### src/rtl/usbdev_evt_pkg.sv
package usbdev_evt_pkg;
  localparam int unsigned REG_W   = 8;
  localparam int unsigned NUM_EVT = 7;

  localparam int unsigned EV_SUSPEND    = 0;
  localparam int unsigned EV_MSOF       = 1;
  localparam int unsigned EV_SOF        = 2;
  localparam int unsigned EV_RESET_END  = 3;
  localparam int unsigned EV_WAKEUP     = 4;
  localparam int unsigned EV_RESUME_END = 5;
  localparam int unsigned EV_UP_RESUME  = 6;

  localparam logic [NUM_EVT-1:0] ENABLE_RESET_VAL = NUM_EVT'(1) << EV_RESET_END;

  typedef enum logic {
    SEL_FLAGS  = 1'b0,
    SEL_ENABLE = 1'b1
  } reg_sel_e;
endpackage

### src/rtl/usbdev_evt_flag_bank.sv
module usbdev_evt_flag_bank #(
  parameter int unsigned N = 7
) (
  input  logic         clk,
  input  logic         rst,
  input  logic [N-1:0] hw_set,
  input  logic         sw_we,
  input  logic [N-1:0] sw_wdata,
  output logic [N-1:0] flag_q
);
  // One sticky flag per event; software may only clear (write 0).
  for (genvar b = 0; b < N; b++) begin : g_flag
    logic clr;
    assign clr = sw_we && !sw_wdata[b];
    always_ff @(posedge clk) begin
      if (rst) begin
        flag_q[b] <= 1'b0;
      end else if (hw_set[b]) begin
        flag_q[b] <= 1'b1;          // event beats a same-cycle clear
      end else if (clr) begin
        flag_q[b] <= 1'b0;
      end
    end
  end
endmodule

### src/rtl/usbdev_evt_enable_reg.sv
module usbdev_evt_enable_reg #(
  parameter int unsigned    N       = 7,
  parameter logic [N-1:0]   RST_VAL = '0
) (
  input  logic         clk,
  input  logic         rst,
  input  logic         we,
  input  logic [N-1:0] wdata,
  output logic [N-1:0] en_q
);
  always_ff @(posedge clk) begin
    if (rst) begin
      en_q <= RST_VAL;
    end else if (we) begin
      en_q <= wdata;
    end
  end
endmodule

### src/rtl/usbdev_idle_suspend_timer.sv
module usbdev_idle_suspend_timer #(
  parameter int unsigned TICKS_PER_MS = 48000,
  parameter int unsigned IDLE_MS      = 3
) (
  input  logic clk,
  input  logic rst,
  input  logic line_idle_j,
  output logic susp_evt
);
  localparam int unsigned PRE_W = $clog2(TICKS_PER_MS + 1);
  localparam int unsigned MS_W  = $clog2(IDLE_MS + 1);
  localparam logic [PRE_W-1:0] PRE_LAST = PRE_W'(TICKS_PER_MS - 1);
  localparam logic [MS_W-1:0]  MS_LAST  = MS_W'(IDLE_MS - 1);

  logic [PRE_W-1:0] pre_q;
  logic [MS_W-1:0]  ms_q;
  logic             fired_q;
  logic             pre_wrap;
  logic             ms_done;

  assign pre_wrap = (pre_q == PRE_LAST);
  assign ms_done  = (ms_q == MS_LAST);
  assign susp_evt = line_idle_j && !fired_q && pre_wrap && ms_done;

  always_ff @(posedge clk) begin
    if (rst || !line_idle_j) begin
      pre_q   <= '0;
      ms_q    <= '0;
      fired_q <= 1'b0;
    end else if (!fired_q) begin
      if (pre_wrap) begin
        pre_q <= '0;
        if (ms_done) begin
          fired_q <= 1'b1;          // hold until the bus leaves J
        end else begin
          ms_q <= ms_q + MS_W'(1);
        end
      end else begin
        pre_q <= pre_q + PRE_W'(1);
      end
    end
  end
endmodule

### src/rtl/usbdev_evt_irq.sv
module usbdev_evt_irq
  import usbdev_evt_pkg::*;
#(
  parameter int unsigned TICKS_PER_MS = 48000,
  parameter int unsigned IDLE_MS      = 3
) (
  input  logic             clk,
  input  logic             rst,
  input  logic             reg_wr,
  input  logic             reg_sel,
  input  logic [REG_W-1:0] reg_wdata,
  output logic [REG_W-1:0] reg_rdata,
  input  logic             evt_up_resume,
  input  logic             evt_resume_end,
  input  logic             evt_wakeup,
  input  logic             evt_reset_end,
  input  logic             evt_sof,
  input  logic             evt_msof,
  input  logic             line_idle_j,
  output logic             irq
);
  logic [NUM_EVT-1:0] hw_set;
  logic [NUM_EVT-1:0] flag_q;
  logic [NUM_EVT-1:0] en_q;
  logic               susp_evt;
  logic               flag_we;
  logic               en_we;

  assign flag_we = reg_wr && (reg_sel_e'(reg_sel) == SEL_FLAGS);
  assign en_we   = reg_wr && (reg_sel_e'(reg_sel) == SEL_ENABLE);

  always_comb begin
    hw_set                = '0;
    hw_set[EV_SUSPEND]    = susp_evt;
    hw_set[EV_MSOF]       = evt_msof;
    hw_set[EV_SOF]        = evt_sof;
    hw_set[EV_RESET_END]  = evt_reset_end;
    hw_set[EV_WAKEUP]     = evt_wakeup;
    hw_set[EV_RESUME_END] = evt_resume_end;
    hw_set[EV_UP_RESUME]  = evt_up_resume;
  end

  usbdev_idle_suspend_timer #(
    .TICKS_PER_MS(TICKS_PER_MS),
    .IDLE_MS     (IDLE_MS)
  ) u_timer (
    .clk        (clk),
    .rst        (rst),
    .line_idle_j(line_idle_j),
    .susp_evt   (susp_evt)
  );

  usbdev_evt_flag_bank #(.N(NUM_EVT)) u_flags (
    .clk     (clk),
    .rst     (rst),
    .hw_set  (hw_set),
    .sw_we   (flag_we),
    .sw_wdata(reg_wdata[NUM_EVT-1:0]),
    .flag_q  (flag_q)
  );

  usbdev_evt_enable_reg #(.N(NUM_EVT), .RST_VAL(ENABLE_RESET_VAL)) u_enable (
    .clk  (clk),
    .rst  (rst),
    .we   (en_we),
    .wdata(reg_wdata[NUM_EVT-1:0]),
    .en_q (en_q)
  );

  always_ff @(posedge clk) begin
    if (rst) begin
      irq       <= 1'b0;
      reg_rdata <= '0;
    end else begin
      irq       <= |(flag_q & en_q);
      reg_rdata <= {1'b0, (reg_sel_e'(reg_sel) == SEL_ENABLE) ? en_q : flag_q};
    end
  end
endmodule

### config.mk
export PLATFORM = sky130hd
export DESIGN_NAME = usbdev_evt_irq
export DESIGN_NICKNAME = d
export VERILOG_FILES = /design/src/rtl/usbdev_evt_pkg.sv /design/src/rtl/usbdev_evt_flag_bank.sv /design/src/rtl/usbdev_evt_enable_reg.sv /design/src/rtl/usbdev_idle_suspend_timer.sv /design/src/rtl/usbdev_evt_irq.sv
export SDC_FILE = /design/constraint.sdc
export NUM_CORES = 1
export LEC_CHECK = 0
export BUFFER_PORTS_ARGS = -buffer_cell sky130_fd_sc_hd__buf_4
export CAP_MARGIN = 20
export CORE_MARGIN = 1
export CORE_UTILIZATION = 35
export CTS_CLUSTER_SIZE = 25
export DETAILED_ROUTE_END_ITERATION = 16
export GPL_TIMING_DRIVEN = 0
export PLACE_DENSITY = 0.52
export SYNTH_ARGS = -nofsm -noshare
export SYNTH_HDL_FRONTEND = slang
export SYNTH_SLANG_ARGS = --single-unit
export TNS_END_PERCENT = 30
### constraint.sdc
create_clock -name clk -period 1.75 [get_ports clk]
set_input_delay 0.4375 -clock clk [delete_from_list [all_inputs] [get_ports clk]]
set_output_delay 0.4375 -clock clk [all_outputs]
set_load 0.1 [all_outputs]
; After elaboration in Yosys (flattened, before gate mapping)
; Cells that the tools add are included.
[word_totals]
in_bits = 19
latch_bits = 0
memories = 0
ff_bits = 42
ramBits = 0
romBits = 0
wordCells = 72
output_inout_bits = 9
[op_classes]
n_mux = 19
n_bitwise = 4
multipliers = 0
n_eq_ne = 2
n_addsub = 2
shift = 0
n_reduce_logical = 31
magnitude_cmp = 0
div = 0
[ops]
columns = operator, count
row1 = $mux 1, 17
row2 = $add 16x1->16 const B, 1
row3 = $eq 16x16->1 const B, 1
row4 = $mux 16, 1
row5 = $reduce_bool 2->1, 7
row6 = $logic_and 1x1->1, 12
row7 = $logic_not 1->1, 9
row8 = $and 7x7->7, 1
row9 = $mux 7, 1
row10 = $reduce_or 7->1, 1
row11 = $not 1->1, 3
row12 = $reduce_and 3->1, 1
row13 = $add 2x1->2 const B, 1
row14 = $eq 2x2->1 const B, 1
row15 = $logic_or 1x1->1, 1

; Longest topological paths before layout
[depth]
ltp_word = 5
mapped_depth = 6
ltp_nobuf = 6

; Hierarchy
; Synthesis repeated with hierarchy kept, for this count alone.
[unflattened]
hier_cells = 183
area_unflattened_um2 = 1803.0
[by_module_without_submodules]
columns = module, cells_each, area_per_inst_um2, n_inst, seq_area_each_um2
row1 = usbdev_idle_suspend_timer, 101, 924.6, 1, 380.4
row2 = usbdev_evt_irq, 32, 322.8, 1, 160.2
row3 = usbdev_evt_flag_bank, 28, 304.0, 1, 140.1
row4 = usbdev_evt_enable_reg, 22, 251.5, 1, 140.1

; Worst setup path after synthesis
; No wires, ideal clock.
[synth_path]
path_kind = flip-flop to flip-flop
from = reg u_timer.pre_q[0]
to = reg u_timer.pre_q[2]
t_required_ps = 1635
n_path_buf = 1
arrival_ps = 1415
path_slack_ps = 220
stages_incl_launch_ff = 7
period_less_slack_ps = 1530
setup_time_ps = 115
path_cell_list = dfxtp_1 > ha_1 > nand4bb_1 > nor4_4 > a21o_4 > buf_12 > nor2_1
[synth_between]
elab_chain_cells = 2
elab_cells_between_ends = 3
cone_classes = 1 x add/sub / 1 x eq/ne / 1 x mux
[synth_rtl]
columns = element, line_no
row1 = "start, declared", usbdev_idle_suspend_timer.sv:15  ; logic [PRE_W-1:0] pre_q;
row2 = "start signal, assigned", usbdev_idle_suspend_timer.sv:39  ; pre_q <= pre_q + PRE_W'(1);
row3 = $add 16x1->16 / $eq 16x16->1 (equally long branches), "usbdev_idle_suspend_timer.sv:39, usbdev_idle_suspend_timer.sv:21"
row4 = $mux 16 (*), usbdev_idle_suspend_timer.sv:31  ; if (pre_wrap) begin
; Mark *: on every way between the ends. The rest lies on a longest branch, timed or not.
; A chain may end at the register's enable or synchronous reset.

; Worst setup path after layout
[layout_path]
from = reg u_timer.pre_q[0]
to = reg u_timer.ms_q[1]
[layout_between]
elab_chain_cells = 2
[layout_rtl]
columns = element, line_no
row1 = $eq 16x16->1, usbdev_idle_suspend_timer.sv:21  ; assign pre_wrap = (pre_q == PRE_LAST);
row2 = $reduce_and 3->1 (no line), n/a
row3 = "end signal, assigned", usbdev_idle_suspend_timer.sv:36  ; ms_q <= ms_q + MS_W'(1);
row4 = "end, declared", usbdev_idle_suspend_timer.sv:16  ; logic [MS_W-1:0] ms_q;
; No other way between the ends.

==> results.py <==
metrics = {
    "synthesis": {
        "synth_edf_count": 0,
        "synth-seq-area-share_pct": 46.1,
        "syn-num-nets": 213,
        "yosysWarnings": 0,
        "netlist_instances": 192,
        "ys_dominant_reg_cell": "dfxtp_1",
        "synth_area_mm2": 0.00178,
        "syn_area_per_cell_um2": 9.27,
        "ys_ff_latch": 41,
        "async_flop_share_pct": 0,
        "netlist-cell-type-count": 38,
    },
    "hold_path": {
        "whs_endpoint": "irq$_SDFF_PP0_",
        "min_from": "rst",
        "min_path_cells": 2,
        "hp-class": "in -> reg",
    },
    "layout": {
        "utilization_pct": 45.0,
        "final_layout_size_suffix_gt1_share_pct": 20.5,
        "diodes": 0,
        "stdcell_count": 291,
        "layout_commonest_cell": "dfxtp_1",
        "fin_nets": 244,
        "fillers": 496,
        "layout_common_cells": "dfxtp_1 (39), nor2_1 (28), buf_4 (25)",
        "syn_to_final_growth_pct": 21.6,
        "design_area_mm2": 0.00217,
    },
    "timing": {
        "hold-worst-slack_ns": 0.349,
        "min_period_ns": 1.65,
        "rsz0062_at_grt": "false",
        "slew_violations": 0,
        "hold_viol_final": 0,
        "fmax_mhz": 607,
        "skew_ns": 0.00759,
        "finalSetupViolCount": 0,
        "period_share_pct": 94.1,
    },
    "drt": {
        "drc_errors": 0,
        "vias_per_cell": 4.75,
        "wl_mm": 3.51,
        "antenna_left": 0,
        "firstDrtPassIters": 4,
        "dr.first_iter.drc_count": 80,
        "via_count": 1383,
        "wire_per_inst_um": 12.1,
    },
    "power": {
        "power_switching_w": 0.000480,
        "switching_share_pct": 24.2,
        "power_density_mw_per_mm2": 914,
        "ir_worst_vdd_mv": 0.345,
        "clockPowerShare_pct": 39.5,
        "p_leak_nw": 0.872,
        "p_int_w": 0.00150,
        "power_frac_comb_pct": 10.9,
        "power_frac_seq_pct": 49.6,
    },
    "worst_setup_path": {
        "arrival_ns": 1.83,
        "reg2reg_to": "u_timer.ms_q[1]$_SDFFE_PP0P_",
        "crit_path_start_kind": "register",
        "cp_cell_sequence": "ha_2 -> nand4bb_1 -> nor4_4 -> buf_4 -> and4b_1 -> nor3_1",
        "crit_type": "reg -> reg",
        "end_kind": "register",
        "worstPathMaxFanout": 6,
        "cp_num_buf_inv": 1,
        "crit-reg2reg-launch": "u_timer.pre_q[0]$_SDFFE_PP0N_",
        "rrSetupSlack_ns": 0.10,
        "slowest_delay_ns": 0.38,
        "slowest_stage": "dfxtp_2",
        "worstPathRequired_ns": 1.93,
        "path_delay_family": "simple AND/OR/NAND/NOR gates",
        "reg2regPathDepth": 6,
    },
    "cts": {
        "cts-root-buf": "clkbuf_8",
        "tritoncts": "yes",
        "cts.sinks": 41,
        "postCtsHoldBufs": 0,
        "cts_max_level": 2,
        "cts_made_buffers": 5,
        "cts.reportedPaths.clkPinSlew_ns": 0.08,
        "clock_latency_ns": 0.29,
        "clockBufferDepth": 2,
    },
    "floorplan": {
        "die_x_um": 73.3,
        "start_util_pct": 37.0,
        "rows": 25,
        "die_h_um": 73.3,
        "pin_count": 28,
        "core_area_mm2": 0.00482,
        "die_area_mm2": 0.00538,
    },
    "global_routing": {
        "grt.total_usage_pct": 14.6,
        "overflow": 0,
        "grt_pass1_vias": 1276,
        "antenna_found_initial": 0,
        "grt_max_degree": 13,
        "grt_pass1_wl_mm": 5.93,
    },
    "placed_design": {
        "gp_congestion": 0.718,
        "dpl.hpwl_mm": 2.53,
        "placed_cells": 282,
        "placed_area_mm2": 0.00204,
        "io_buffers": 23,
    },
    "job": {
        "maxCapViolCount": 0,
    },
    "run_status": {
        "status": "finished clean",
    },
}
[cell type report]
class / count / area (um2) / share of cell area (%)
multi-input cells: 134 / 876 / 40.4
flip-flops and latches: 41 / 823 / 38.0
repair buffers: 24 / 180 / 8.32
clock buffers: 7 / 86.3 / 3.99
well taps: 67 / 83.8 / 3.87
plain buffers: 8 / 52.6 / 2.43
inverters: 9 / 33.8 / 1.56
clock inverters: 1 / 30.0 / 1.39
[power by group through the flow]
stage / Sequential (W) / Combinational, W / Clock, W
2_1_floorplan: 0.00107 / 0.0000810 / 0
3_3_place_gp: 0.00100 / 0.000217 / 0
3_5_place_dp: 0.00100 / 0.000217 / 0
4_1_cts: 0.000981 / 0.000218 / 0.000812
5_1_grt: 0.000985 / 0.000230 / 0.000841
6_report: 0.000982 / 0.000216 / 0.000782
[timing repair]
item,in CTS,in global routing
gates resized for setup,0,3
hold endpoints to repair,0,0
pin swaps,1,0
buffers inserted,1,0
cloned,0,0
setup endpoints to repair,10,13
[through the flow]
step	total power [W]	setup TNS [ns]	worst slack [ns]
CTS	0.00201	0	0.00150
global placement	0.00122	-0.594	-0.0650
detailed placement	0.00122	-0.597	-0.0630
finish	0.00198	0	0.103
global route	0.00206	0	0.0104
floorplan	0.00115	0	0.220
[logic make-up after synthesis]
logic type               count (synthesis)  synth area share, %
AO/OA/AOI/OAI                           30                 9.98
XOR/XNOR                                15                 7.38
adder cells (fa/ha/maj)                  2                 1.41
buffers and inverters                   17                 4.85
flip-flops                              41                 46.1
multiplexers                             8                 4.50
other                                    1                0.211
AND/OR/NAND/NOR                         78                 25.6
[worst max path at each step]
stage / start / end / slack (ns) / cells after the start
after floorplan: u_timer.pre_q[0]$_SDFFE_PP0N_ / u_timer.pre_q[2]$_SDFFE_PP0N_ / 0.22 / 6
after CTS: u_timer.pre_q[0]$_SDFFE_PP0N_ / u_timer.ms_q[1]$_SDFFE_PP0P_ / 0.001 / 6
after global routing: u_timer.pre_q[0]$_SDFFE_PP0N_ / u_timer.ms_q[1]$_SDFFE_PP0P_ / 0.01 / 6
after global placement: u_timer.pre_q[0]$_SDFFE_PP0N_ / u_timer.pre_q[13]$_SDFFE_PP0N_ / -0.06 / 6
final: u_timer.pre_q[0]$_SDFFE_PP0N_ / u_timer.ms_q[1]$_SDFFE_PP0P_ / 0.10 / 6
after detailed placement: u_timer.pre_q[0]$_SDFFE_PP0N_ / u_timer.pre_q[13]$_SDFFE_PP0N_ / -0.06 / 6
[worst reg2reg max path, cell delays in order (launching register included)]
cell and delay (ns):
dfxtp_2 0.38, ha_2 0.24, nand4bb_1 0.16, nor4_4 0.30, buf_4 0.20, and4b_1 0.20, nor3_1 0.05
[Yosys cell counts, types with 2 or more instances]
library cell	instances	share of area, %
nor2_1	28	5.9
nand2_1	11	2.3
o21ai_0	7	2.0
nor4_1	3	1.1
dfxtp_1	41	46
buf_2	2	0.56
nor3_1	6	1.7
nand4_1	3	1.1
inv_1	9	1.9
a21oi_1	16	4.5
nand4b_4	2	2.7
nand3_1	12	3.4
clkbuf_1	4	0.84
xnor2_1	12	5.9
xor2_1	3	1.5
mux2i_1	8	4.5
a22oi_1	2	0.84
ha_1	2	1.4
nand2b_1	2	0.70
[state kept, by name (all words and copies together) (netlist names)]
name             flops
u_flags.flag_q       7
u_enable.en_q        7
reg_rdata            7
u_timer.fired_q      1
u_timer.ms_q         2
u_timer.pre_q       16
irq                  1
[metal layers]
layer  up-vias  routed length (um)  share of wire, %  global-route usage, %
met2        25                1600                45                   22.7
li1        721                   -                 -                      -
met4         0                  57               1.6                   5.77
met3         6                 124               3.5                   4.12
met5         -                   0                 0                      0
met1       631                1730                49                   19.1
(Power assumes the default switching activity.)
